### config.mk
export PLATFORM = sky130hd
export DESIGN_NAME = vsb_issue
export DESIGN_NICKNAME = d
export VERILOG_FILES = /design/src/rtl/vsb_pkg.sv /design/src/rtl/vsb_fu.sv /design/src/rtl/vsb_regtrack.sv /design/src/rtl/vsb_issue.sv
export SDC_FILE = /design/constraint.sdc
export NUM_CORES = 1
export LEC_CHECK = 0
export CORE_MARGIN = 2
export CORE_UTILIZATION = 45
export DETAILED_ROUTE_END_ITERATION = 16
export PLACE_DENSITY = 0.78
export SYNTH_ARGS = -nofsm -noshare
export SYNTH_HDL_FRONTEND = slang
export SYNTH_HIERARCHICAL = 1
export SYNTH_SLANG_ARGS = --single-unit
### constraint.sdc
create_clock -name clk_i -period 5.4 [get_ports clk_i]
set_input_delay 0.81 -clock clk_i [delete_from_list [all_inputs] [get_ports clk_i]]
set_output_delay 0.81 -clock clk_i [all_outputs]
set_load 0.01 [all_outputs]
### src/rtl/vsb_pkg.sv
package vsb_pkg;
  localparam int ADD_LAT = 3;
  localparam int MUL_LAT = 4;
  localparam int NUM_FU  = 2;

  typedef enum logic {OP_ADD = 1'b0, OP_MUL = 1'b1} vop_e;

  function automatic int fu_lat(int u);
    return (u == 0) ? ADD_LAT : MUL_LAT;
  endfunction
endpackage

### src/rtl/vsb_fu.sv
module vsb_fu #(
  parameter int LAT   = 3,
  parameter int IDX_W = 6,
  parameter int REG_W = 3
) (
  input  logic             clk_i,
  input  logic             rst_ni,
  input  logic             start_i,
  input  logic [IDX_W:0]   len_i,
  input  logic [REG_W-1:0] dst_i,
  output logic             free_o,
  output logic             rd_o,
  output logic [IDX_W-1:0] rd_idx_o,
  output logic             wr_o,
  output logic [REG_W-1:0] wr_dst_o,
  output logic [IDX_W-1:0] wr_idx_o,
  output logic             wr_last_o
);
  localparam int DEPTH = LAT - 1;
  localparam logic [IDX_W:0] ONE = (IDX_W+1)'(1);

  logic [IDX_W:0]   cnt_q;
  logic [IDX_W-1:0] idx_q;
  logic [REG_W-1:0] dst_q;

  always_ff @(posedge clk_i or negedge rst_ni) begin
    if (!rst_ni) begin
      cnt_q <= '0;
      idx_q <= '0;
      dst_q <= '0;
    end else if (start_i) begin
      cnt_q <= len_i;
      idx_q <= '0;
      dst_q <= dst_i;
    end else if (cnt_q != '0) begin
      cnt_q <= cnt_q - ONE;
      idx_q <= idx_q + 1'b1;
    end
  end

  // free while launching the final element: back-to-back vectors
  assign free_o   = (cnt_q <= ONE);
  assign rd_o     = (cnt_q != '0);
  assign rd_idx_o = idx_q;

  logic [DEPTH-1:0]            v_q, l_q;
  logic [DEPTH-1:0][REG_W-1:0] d_q;
  logic [DEPTH-1:0][IDX_W-1:0] i_q;

  always_ff @(posedge clk_i or negedge rst_ni) begin
    if (!rst_ni) begin
      v_q <= '0;
      l_q <= '0;
      d_q <= '0;
      i_q <= '0;
    end else begin
      v_q[0] <= rd_o;
      l_q[0] <= (cnt_q == ONE);
      d_q[0] <= dst_q;
      i_q[0] <= idx_q;
      for (int s = 1; s < DEPTH; s++) begin
        v_q[s] <= v_q[s-1];
        l_q[s] <= l_q[s-1];
        d_q[s] <= d_q[s-1];
        i_q[s] <= i_q[s-1];
      end
    end
  end

  assign wr_o      = v_q[DEPTH-1];
  assign wr_last_o = v_q[DEPTH-1] & l_q[DEPTH-1];
  assign wr_dst_o  = d_q[DEPTH-1];
  assign wr_idx_o  = i_q[DEPTH-1];
endmodule

### src/rtl/vsb_regtrack.sv
module vsb_regtrack #(
  parameter int NREG  = 8,
  parameter int REG_W = 3,
  parameter int IDX_W = 6,
  parameter int NFU   = 2
) (
  input  logic                      clk_i,
  input  logic                      rst_ni,
  input  logic                      issue_i,
  input  logic [REG_W-1:0]          issue_dst_i,
  input  logic [NFU-1:0]            wr_i,
  input  logic [NFU-1:0][REG_W-1:0] wr_dst_i,
  input  logic [NFU-1:0][IDX_W-1:0] wr_idx_i,
  input  logic [NFU-1:0]            wr_last_i,
  output logic [NREG-1:0]           pend_o,
  output logic [NREG-1:0]           chain_o
);
  for (genvar r = 0; r < NREG; r++) begin : g_reg
    logic hit_first, hit_last, pend_q, chain_q;

    always_comb begin
      hit_first = 1'b0;
      hit_last  = 1'b0;
      for (int u = 0; u < NFU; u++) begin
        if (wr_i[u] && wr_dst_i[u] == REG_W'(r)) begin
          if (wr_idx_i[u] == '0) hit_first = 1'b1;
          if (wr_last_i[u])      hit_last  = 1'b1;
        end
      end
    end

    always_ff @(posedge clk_i or negedge rst_ni) begin
      if (!rst_ni) begin
        pend_q  <= 1'b0;
        chain_q <= 1'b0;
      end else if (issue_i && issue_dst_i == REG_W'(r)) begin
        pend_q  <= 1'b1;
        chain_q <= 1'b0;
      end else begin
        if (hit_last)  pend_q  <= 1'b0;
        if (hit_first) chain_q <= 1'b1;
      end
    end

    assign pend_o[r]  = pend_q;
    assign chain_o[r] = chain_q;
  end
endmodule

### src/rtl/vsb_issue.sv
module vsb_issue
  import vsb_pkg::*;
#(
  parameter int NREG   = 8,
  parameter int MAX_VL = 64,
  parameter int PC_W   = 16,
  localparam int REG_W = $clog2(NREG),
  localparam int IDX_W = $clog2(MAX_VL)
) (
  input  logic             clk_i,
  input  logic             rst_ni,
  input  logic             vlen_we_i,
  input  logic [IDX_W-1:0] vlen_i,
  input  logic             instr_valid_i,
  input  logic             instr_op_i,
  input  logic [REG_W-1:0] instr_dst_i,
  input  logic [REG_W-1:0] instr_src_a_i,
  input  logic [REG_W-1:0] instr_src_b_i,
  output logic             issue_o,
  output logic [PC_W-1:0]  pc_o,
  output logic             add_rd_o,
  output logic [IDX_W-1:0] add_rd_idx_o,
  output logic             add_wr_o,
  output logic [REG_W-1:0] add_wr_dst_o,
  output logic [IDX_W-1:0] add_wr_idx_o,
  output logic             mul_rd_o,
  output logic [IDX_W-1:0] mul_rd_idx_o,
  output logic             mul_wr_o,
  output logic [REG_W-1:0] mul_wr_dst_o,
  output logic [IDX_W-1:0] mul_wr_idx_o
);
  logic [IDX_W-1:0] vl_q;
  logic [IDX_W:0]   len;
  logic [PC_W-1:0]  pc_q;
  logic [NREG-1:0]  pend, chain;
  logic             src_a_ok, src_b_ok;

  logic [NUM_FU-1:0]            fu_free, fu_start, rd_v, wr_v, wr_last;
  logic [NUM_FU-1:0][IDX_W-1:0] rd_idx, wr_idx;
  logic [NUM_FU-1:0][REG_W-1:0] wr_dst;

  always_ff @(posedge clk_i or negedge rst_ni) begin
    if (!rst_ni)        vl_q <= '0;
    else if (vlen_we_i) vl_q <= vlen_i;
  end

  assign len = (vl_q == '0) ? (IDX_W+1)'(MAX_VL) : {1'b0, vl_q};

  // a source is usable if idle or its writer has produced element 0
  assign src_a_ok = !pend[instr_src_a_i] || chain[instr_src_a_i];
  assign src_b_ok = !pend[instr_src_b_i] || chain[instr_src_b_i];
  assign issue_o  = instr_valid_i && fu_free[instr_op_i] && !pend[instr_dst_i]
                    && src_a_ok && src_b_ok;

  always_ff @(posedge clk_i or negedge rst_ni) begin
    if (!rst_ni)      pc_q <= '0;
    else if (issue_o) pc_q <= pc_q + 1'b1;
  end
  assign pc_o = pc_q;

  for (genvar u = 0; u < NUM_FU; u++) begin : g_fu
    assign fu_start[u] = issue_o && (int'(instr_op_i) == u);

    vsb_fu #(.LAT(fu_lat(u)), .IDX_W(IDX_W), .REG_W(REG_W)) u_fu (
      .clk_i    (clk_i),
      .rst_ni   (rst_ni),
      .start_i  (fu_start[u]),
      .len_i    (len),
      .dst_i    (instr_dst_i),
      .free_o   (fu_free[u]),
      .rd_o     (rd_v[u]),
      .rd_idx_o (rd_idx[u]),
      .wr_o     (wr_v[u]),
      .wr_dst_o (wr_dst[u]),
      .wr_idx_o (wr_idx[u]),
      .wr_last_o(wr_last[u])
    );
  end

  vsb_regtrack #(.NREG(NREG), .REG_W(REG_W), .IDX_W(IDX_W), .NFU(NUM_FU)) u_regtrack (
    .clk_i      (clk_i),
    .rst_ni     (rst_ni),
    .issue_i    (issue_o),
    .issue_dst_i(instr_dst_i),
    .wr_i       (wr_v),
    .wr_dst_i   (wr_dst),
    .wr_idx_i   (wr_idx),
    .wr_last_i  (wr_last),
    .pend_o     (pend),
    .chain_o    (chain)
  );

  assign add_rd_o     = rd_v[0];
  assign add_rd_idx_o = rd_idx[0];
  assign add_wr_o     = wr_v[0];
  assign add_wr_dst_o = wr_dst[0];
  assign add_wr_idx_o = wr_idx[0];
  assign mul_rd_o     = rd_v[1];
  assign mul_rd_idx_o = rd_idx[1];
  assign mul_wr_o     = wr_v[1];
  assign mul_wr_dst_o = wr_dst[1];
  assign mul_wr_idx_o = wr_idx[1];
endmodule

==> results_dict.tcl, run 1 <==
set metrics [dict create \
    tightestPinTransition_ns 1.05 \
    cts_made_buffers 17 \
    pwr-share-clk_pct 53.7 \
    synthMuxAreaShare_pct 7.43 \
    overflow 0 \
    io-pin-count 71 \
    synthesis.nets 502 \
    avgSynthCellArea_um2 12.0 \
    tns_ns 0 \
    place_congestion 0.924 \
    cts_root_buf "clkbuf_16" \
    whs_endpoint "g_fu[0].u_fu/wr_idx_o[1]" \
    hp-start "g_fu[0].u_fu/i_q[1]" \
    rsz0062_at_grt "no" \
    final.period_utilization_pct 75.4 \
    p_sw_uw 427 \
    n_antenna_cell 0 \
    die_w_um 116 \
    wl_per_cell_um 16.7 \
    status "finished, final reports clean" \
    synth_compound_area_share_pct 9.26 \
    p_int_uw 1720 \
    worstPathArrival_ns 3.26 \
    slew_headroom_pct 29.8 \
    numPortBuffers 70 \
    grt_usage_pct 18.7 \
    synth-seq-cells 125 \
    rows 40 \
    antenna_found_initial 0 \
    dp_cells 662 \
    die_h_um 116 \
    clock_path_buffers 2 \
    worstPathMaxFanout 9 \
    drt_wl_total_mm 11.6 \
    grt_start_max_net_pins 87 \
    timing.fmax_ghz 0.246 \
    r2r-end "g_fu[1].u_fu/rd_idx_o[5]" \
    crit_path_end_kind "output pin" \
    synthSimpleGateAreaFrac_pct 15.9 \
    drt_pass1_iterations 4 \
    cap_violations 0 \
    postCtsHoldBufs 0 \
    htreeDepth 4 \
    setup_violations 0 \
    nNetsFinal 542 \
    synth_top_family_by_area "simple AND/OR/NAND/NOR gates" \
    grt_pass1_vias 3760 \
    core_area_um2 12200 \
    worstSetupPathType "in -> out" \
    yosys_most_used_dff "dfrtp_1" \
    hold_violations 0 \
    swShare_pct 19.9 \
    synthAdderAreaFrac_pct 1.99 \
    ys_types 56 \
    async_flop_share_pct 100 \
    cts_setup_buffers 0 \
    slew_violations 0 \
    timing.hold.ws_ns 0.341 \
    clock_sinks 125 \
    die-area_um2 13500 \
    vias 3771 \
    via_per_inst 5.43 \
    min_period_ns 4.07 \
    cts_resized 0 \
    synth-xor-area-share_pct 3.07 \
    clkLatencyLatePin_ns 0.42 \
    grt_pass1_wl_mm 19.2 \
    pwr_density_cell_nw_per_um2 313 \
    ant_nets 0 \
    area_growth_pct 21.3 \
    yosys_warnings 6 \
    hold_depth 0 \
    drc 0 \
    path_clk_slew_ns 0.05 \
    cts_tree "yes" \
    reg2reg_from "g_fu[1].u_fu/cnt_q[2]" \
    ys_seq_area_share_pct 55.3 \
    hp-class "reg -> reg" \
    required_ns 4.59 \
    start_util_pct 46.5 \
    netlist_instances 473 \
    p_leak_uw 0.00294 \
    final_layout_size_suffix_gt1_share_pct 14.8 \
    power_frac_comb_pct 2.1 \
    initialDrtViolationCount 267 \
    reg2reg_setup_slack_ns 2.13 \
    seq_power_share_pct 44.1 \
    skew_ns 0.00917 \
    fin_cells 694 \
    synth-edff-count 0 \
    r2r_cells 9 \
    ir_drop_mv 0.155 \
    synth_area_um2 5660 \
    dp_hpwl_mm 7.84 \
    cp-start-kind "primary input" \
]
-- through the flow --
| stage | setup WS (ns) | power (uW) | cell area (um2) | util [%] |
|---|---|---|---|---|
| detailed placement | 1.34 | 1010 | 6250 | 51.4 |
| floorplan | 2.13 | 974 | 5660 | - |
| global placement | 1.35 | 1010 | 6250 | 51.4 |
| global route | 1.21 | 2230 | 6860 | 56.4 |
| finish | 1.33 | 2150 | 6860 | 56.4 |
| CTS | 1.32 | 2170 | 6860 | 56.4 |
-- power by group through the flow --
stage / combinational (uW) / sequential (uW) / clock (uW)
floorplan: 13.3 / 961 / 0
global placement: 46.3 / 964 / 0
detailed placement: 47.4 / 964 / 0
CTS: 47.5 / 948 / 1170
global route: 52.2 / 948 / 1220
finish: 45.7 / 948 / 1150
-- worst max-delay path by stage --
stage                    from  slack (ns)                     to  depth (start not counted)
2_1_floorplan  instr_dst_i[0]        2.13  g_fu[1].u_fu/dst_q[0]                          9
3_3_place_gp   instr_dst_i[0]        1.35                issue_o                          6
3_5_place_dp   instr_dst_i[0]        1.34                issue_o                          6
4_1_cts        instr_dst_i[0]        1.32                issue_o                          6
5_1_grt        instr_dst_i[0]        1.21                issue_o                          6
6_report       instr_dst_i[0]        1.33                issue_o                          6
-- routing by layer --
metal  vias up  global-route usage [%]  wire [um]
met2        99                    30.1       5870
met5         -                       0          0
met4         0                    6.90        163
met3        16                    5.24        527
met1      1918                    24.4       5040
li1       1738                       -          -
-- worst max-delay path: stages --
cell and delay [ns]:
clkdlybuf4s50_1 0.71, mux4_1 0.60, mux2i_1 0.16, nand3_1 0.17, nor3_4 0.24, clkdlybuf4s50_1 0.57
-- cell usage after synthesis (6+ instances only) --
| master | n | area share [%] |
|---|---|---|
| a21o_1 | 8 | 1.1 |
| a21oi_1 | 17 | 1.5 |
| a31oi_1 | 10 | 1.1 |
| and3_1 | 11 | 1.2 |
| buf_4 | 34 | 4.5 |
| clkbuf_1 | 15 | 0.99 |
| dfrtp_1 | 125 | 55 |
| ha_1 | 9 | 2.0 |
| inv_1 | 15 | 0.99 |
| mux2_2 | 20 | 4.0 |
| nand2_1 | 14 | 0.93 |
| nand2b_1 | 13 | 1.4 |
| nand3_1 | 11 | 0.97 |
| nand4_1 | 9 | 0.99 |
| nor2_1 | 27 | 1.8 |
| nor2b_1 | 15 | 1.7 |
| nor3_1 | 16 | 1.4 |
| o21ai_0 | 6 | 0.53 |
| o31ai_1 | 8 | 1.1 |
| xnor2_1 | 17 | 2.6 |
-- state kept, by name, indices dropped and copies added, names as in the netlist --
signal and count:
g_fu.u_fu/l_q 5, g_fu.u_fu/wr_idx_o 12, g_fu.u_fu/cnt_q 14, g_fu.u_fu/d_q 9, g_fu.u_fu/i_q 18, u_regtrack/g.chain_q 8, g_fu.u_fu/dst_q 6, g_fu.u_fu/wr_dst_o 6
u_regtrack/g.pend_q 8, g_fu.u_fu/v_q 5, pc_o 16, g_fu.u_fu/rd_idx_o 12, vl_q 6
-- cells in the final DEF (no fill, tap or decap), types with 3 or more instances in the layout --
master / instances
nand2_1: 14
and2_1: 3
a21oi_1: 17
o31ai_1: 8
nand3_1: 11
nor2_1: 27
nor2b_1: 15
o21ai_0: 6
a31oi_1: 10
clkdlybuf4s50_1: 69
clkinv_2: 3
mux2_2: 20
nand3_2: 3
a22oi_1: 4
mux4_2: 4
clkbuf_16: 17
nor3b_1: 3
o2111ai_1: 4
and3b_1: 3
nand4_1: 9
xnor2_1: 17
ha_1: 9
bufinv_16: 3
mux2i_1: 3
inv_1: 15
dfrtp_1: 125
buf_4: 4
a32oi_1: 4
nor3_1: 16
and3_1: 11
a21o_1: 8
clkbuf_8: 3
nand2b_1: 13
-- cell families (layout without fill, tap and decap cells) --
kind of cell	count (synthesis)	after routing
AO/OA/AOI/OAI	76	76
XOR/XNOR	19	19
AND/OR/NAND/NOR	146	146
flip-flops	125	125
buffers and inverters	67	120
multiplexers	31	31
adder cells (fa/ha/maj)	9	9
-- final cells by class --
type,count,area (um2)
fill,983,5300
sequential,125,3130
multi-input combinational,281,2140
timing repair buffer,73,721
clock buffer,22,474
tap,168,210
clock inverter,10,138
inverter,15,56.3
(Power assumes the default switching activity.)
==> run 2, diff against run 1 <==
- clock period: 5.4 -> 4 ns (I/O delays scaled with it)
==> run 2 against run 1 <==
First-iteration DRC count down 5.2%; worst hold slack worse by 0.013 ns; cell count up 0.29%; cell area up 0.20%; die area unchanged; via count up 1.3%; register-to-register slack worse by 1.3 ns; non-clock buffer count up 3; flip-flop and latch count unchanged; combinational power up 40%; core utilization up 0.11 points; worst setup slack worse by 0.83 ns; highest routed layer unchanged.
==> results_dict.tcl, run 2 (synthesis gave the netlist of run 1 again) <==
set metrics [dict create \
    die_h_um 116 \
    skew_ns 0.00950 \
    via_per_inst 5.49 \
    die-area_um2 13500 \
    power_frac_comb_pct 2.2 \
    setup_violations 0 \
    die_w_um 116 \
    p_sw_uw 555 \
    overflow 0 \
    fin_cells 696 \
    crit_path_end_kind "output pin" \
    vias 3819 \
    tns_ns 0 \
    clock_sinks 125 \
    drt_wl_total_mm 12.0 \
    io-pin-count 71 \
    required_ns 3.40 \
    status "finished, final reports clean" \
    antenna_found_initial 0 \
    cp-start-kind "flop" \
    grt_start_max_net_pins 74 \
    worstSetupPathType "reg -> out" \
    nNetsFinal 545 \
    crit_slowest_cell "or4_4" \
    min_period_ns 3.50 \
    cts_setup_buffers 0 \
    hp-class "in -> async" \
    start_util_pct 46.5 \
    ir_drop_mv 0.200 \
    worstPathArrival_ns 2.90 \
    seq_power_share_pct 44.2 \
    tightestPinTransition_ns 0.913 \
    initialDrtViolationCount 253 \
    place_congestion 0.922 \
    rows 40 \
    htreeDepth 4 \
    core_area_um2 12200 \
    drc 0 \
    pwr-share-clk_pct 53.6 \
    path_clk_slew_ns 0.05 \
    layout_common_cells "dfrtp_1 (125), clkdlybuf4s50_1 (69), nor2_1 (27)" \
    dp_cells 665 \
    finalCoreUtilization_pct 56.6 \
    final_common_cell "dfrtp_1" \
    drt_pass1_iterations 5 \
    grt_pass1_wl_mm 20.0 \
    cts_tree "yes" \
    slew_violations 0 \
    crit_chain "or4_4 > nor3_1 > mux2_2 > nand3_1 > nor3_4 > clkdlybuf4s50_1" \
    p_leak_uw 0.00296 \
    regMostFlops "g_fu.u_fu/i_q" \
    cts_root_buf "clkbuf_16" \
    worstPathMaxFanout 13 \
    rsz0062_at_grt "no" \
    clock_path_buffers 2 \
    numPortBuffers 70 \
    cts_made_buffers 17 \
    cts_resized 0 \
    hold_violations 0 \
    max_stage_delay_ns 0.65 \
    ant_nets 0 \
    final_layout_size_suffix_gt1_share_pct 14.8 \
    swShare_pct 19.2 \
    finalWorstSetupSlack_ns 0.502 \
    area_growth_pct 21.5 \
    pre_cts_slack_ns 0.407 \
    dp_hpwl_mm 8.26 \
    totalPowerFinal_uw 2900 \
    r2r_cells 10 \
    cap_violations 0 \
    p_int_uw 2340 \
    timing.fmax_ghz 0.286 \
    grt_usage_pct 19.4 \
    n_antenna_cell 0 \
    wl_per_cell_um 17.3 \
    grt_pass1_vias 3989 \
    largest_reg_flops 18 \
    postCtsHoldBufs 0 \
    final.period_utilization_pct 87.5 \
    n_fill_cell 974 \
    pwr_density_cell_nw_per_um2 421 \
    slew_headroom_pct 39.1 \
    clkLatencyLatePin_ns 0.41 \
]
==> run 2: changes by cell type in the layout (fill, tap and decap cells not counted), sizes merged <==
cell      delta
buf          +3
clkbuf       +3
clkinv       -3
clkinvlp     -1
==> run 2: power groups by stage <==
| stage | registers, uW | clock network (uW) | logic, uW |
|---|---|---|---|
| 2_1_floorplan | 1300 | 0 | 18.0 |
| 3_3_place_gp | 1300 | 0 | 65.1 |
| 3_5_place_dp | 1300 | 0 | 66.1 |
| 4_1_cts | 1280 | 1570 | 66.3 |
| 5_1_grt | 1280 | 1650 | 72.3 |
| 6_report | 1280 | 1550 | 64.2 |
==> run 2: cell type report <==
type	count	area [um2]	share of cell area [%]
clock buffers	25	495	7.20
clock inverters	6	108	1.56
inverters	15	56.3	0.819
multi-input cells	281	2140	31.1
flip-flops and latches	125	3130	45.5
well taps	168	210	3.06
repair buffers	76	743	10.8
==> run 2: per-stage QoR <==
| stage | hold WS (ns) | area (um2) |
|---|---|---|
| 6_report | 0.327 | 6880 |
| 5_1_grt | 0.347 | 6880 |
| 4_1_cts | 0.344 | 6880 |
| 3_5_place_dp | 0.335 | 6270 |
| 3_3_place_gp | 0.332 | 6270 |
| 2_1_floorplan | 0.304 | 5660 |
==> run 2: per-layer routing <==
metal  vias up  part of all wire, %  GRT usage, %
li1       1738                    -             -
met1      1943                   42          24.6
met2       119                   50          32.1
met3        19                  5.4          4.15
met4         0                  1.9          8.81
met5         -                    0             0
==> run 2: critical path: cells and delay by family (launching register included) <==
family                 cells  cell delay (ns)
buffers and inverters      1             0.57
DFF                        1             0.43
muxes                      1             0.22
and+or+nand+nor            4             1.28
==> run 2: final timing paths <==
kind	start	to	slack (ns)
setup / recovery	g_fu[1].u_fu/cnt_q[2]	issue_o	0.50
hold / removal	rst_ni	vl_q[3]	0.33
setup reg to reg	g_fu[1].u_fu/cnt_q[2]	g_fu[1].u_fu/cnt_q[4]	0.80
hold reg to reg	g_fu[1].u_fu/i_q[6]	g_fu[1].u_fu/wr_idx_o[0]	0.34
max in group asynchronous	rst_ni	g_fu[1].u_fu/rd_idx_o[3]	2.75
min in group clk_i	g_fu[1].u_fu/i_q[6]	g_fu[1].u_fu/wr_idx_o[0]	0.34
==> run 3, diff against run 2 <==
- CORE_UTILIZATION: 45 -> 55
- PLACE_DENSITY: 0.78 -> 0.9
==> run 3 against run 2 <==
Cell count shrank 4.9%; via count grew 2.2%; fmax shrank 9.9%; flip-flop and latch count is the same; largest power group unchanged.
==> results_dict.tcl, run 3 (synthesis gave the netlist of run 1 again) <==
set metrics [dict create \
    status "finished, final reports clean" \
    cts_made_buffers 17 \
    regMostFlops "g_fu.u_fu/i_q" \
    nNetsFinal 543 \
    grtUsageMet3_pct 5.81 \
    drt_wl_total_mm 12.8 \
    cts_tree "yes" \
    antenna_found_initial 0 \
    postCtsHoldBufs 0 \
    crit_path_end_kind "output pin" \
    hold_violations 0 \
    ant_nets 0 \
    clock_sinks 125 \
    slew_headroom_pct 41.5 \
    n_antenna_cell 0 \
    layout_common_cells "dfrtp_1 (125), clkdlybuf4s50_1 (69), nor2_1 (27)" \
    clock_path_buffers 2 \
    drc 0 \
    place_congestion 0.969 \
    initialDrtViolationCount 345 \
    cts_setup_buffers 0 \
    slew_violations 0 \
    dp_hpwl_mm 8.12 \
    area_growth_pct 20.3 \
    rows 37 \
    worstPathMaxFanout 12 \
    cap_violations 0 \
    globalRoute.busiestLayer "met2" \
    start_util_pct 55.8 \
    seq_power_share_pct 45.2 \
    n_fill_cell 678 \
    die_w_um 105 \
    drt_pass1_iterations 4 \
    largest_reg_flops 18 \
    vias 3902 \
    p_leak_uw 0.00294 \
    p_int_uw 2260 \
    met2_usage_pct 39.8 \
    via_per_inst 5.89 \
    p_sw_uw 571 \
    die-area_um2 11100 \
    cts_resized 0 \
    path_clk_slew_ns 0.06 \
    crit_slowest_cell "or4_4" \
    grt_pass1_wl_mm 21.0 \
    numPortBuffers 70 \
    seqCellArea_um2 3130 \
    timing.fmax_ghz 0.257 \
    hp-class "in -> async" \
    min_period_ns 3.88 \
    setup_violations 0 \
    worstSetupPathType "reg -> out" \
    cp-start-kind "flop" \
    skew_ns 0.00590 \
    htreeDepth 4 \
    max_stage_delay_ns 0.66 \
    power_frac_comb_pct 2.3 \
    core_area_um2 10100 \
    cts_root_buf "clkbuf_8" \
    final.period_utilization_pct 97.1 \
    totalPowerFinal_uw 2830 \
    final_common_cell "dfrtp_1" \
    required_ns 3.40 \
    grt_usage_pct 24.5 \
    wl_per_cell_um 19.4 \
    overflow 0 \
    crit_chain "or4_4 > nor3_1 > mux2_2 > nand3_1 > nor3_4 > clkdlybuf4s50_1" \
    grt_util_met1_pct 30.7 \
    worstPathArrival_ns 3.28 \
    timing.hold.ws_ns 0.147 \
    die_h_um 105 \
    pwr-share-clk_pct 52.6 \
    tns_ns 0 \
    final_layout_size_suffix_gt1_share_pct 14.6 \
    swShare_pct 20.1 \
    multi_input_area_um2 2140 \
    grt_start_max_net_pins 67 \
    ir_drop_mv 0.363 \
    tightestPinTransition_ns 0.870 \
    grt_pass1_vias 4059 \
    io-pin-count 71 \
    pwr_density_cell_nw_per_um2 416 \
    rsz0062_at_grt "no" \
    clkLatencyLatePin_ns 0.52 \
]
==> run 3: changes by cell type in the layout (fill, tap and decap cells not counted) <==
cell,previous run,this run
buf_4,7,4
clkbuf_8,4,6
buf_12,0,1
bufinv_16,3,2
clkbuf_1,4,3
clkbuf_16,17,16
clkinv_2,2,3
==> run 3: critical path: cells and delay by family (launching register included) <==
| family | cells | cell delay (ns) |
|---|---|---|
| simple gates | 4 | 1.48 |
| buf+inv | 1 | 0.60 |
| flops | 1 | 0.45 |
| mux | 1 | 0.24 |
==> run 3: area by class of cell <==
class / count / area share [%]
Clock buffer: 25 / 7.26
Clock inverter: 6 / 1.21
Inverter: 15 / 0.827
Multi-Input combinational cell: 281 / 31.4
Sequential cell: 125 / 45.9
Tap cell: 136 / 2.50
Timing Repair Buffer: 74 / 10.9
==> run 3: final timing paths <==
kind | startpoint | endpoint | cells past startpoint | slack, ns
min reg2reg | g_fu[1].u_fu/d_q[1] | g_fu[1].u_fu/d_q[4] | 0 | 0.35
max reg2reg | g_fu[0].u_fu/cnt_q[2] | g_fu[1].u_fu/rd_idx_o[5] | 8 | 0.76
min in group clk_i | g_fu[1].u_fu/d_q[1] | g_fu[1].u_fu/d_q[4] | 0 | 0.35
min | rst_ni | pc_o[13] | 1 | 0.15
max | g_fu[0].u_fu/cnt_q[2] | issue_o | 6 | 0.12
max in group asynchronous | rst_ni | g_fu[1].u_fu/i_q[0] | 2 | 3.04
==> run 3: stage by stage <==
step	instances	utilization, %	setup slack [ns]	area [um2]
5_1_grt	662	67.2	0.0305	6810
3_3_place_gp	631	61.5	0.480	6230
2_1_floorplan	473	-	0.781	5660
3_5_place_dp	631	61.5	0.427	6230
4_1_cts	662	67.2	0.119	6810
6_report	662	67.2	0.116	6810
==> run 3: power groups by stage <==
| stage | Combinational, uW | Clock, uW | Sequential (uW) |
|---|---|---|---|
| after global placement | 64.2 | 0 | 1300 |
| after global routing | 72.2 | 1560 | 1280 |
| after detailed placement | 66.0 | 0 | 1300 |
| after floorplan | 18.0 | 0 | 1300 |
| after CTS | 66.4 | 1500 | 1280 |
| final | 64.8 | 1490 | 1280 |
==> run 3: routing by layer <==
layer	share of wire (%)	up-vias
met1	40	1972
li1	-	1737
met4	2.9	0
met5	0	-
met3	5.4	30
met2	51	163
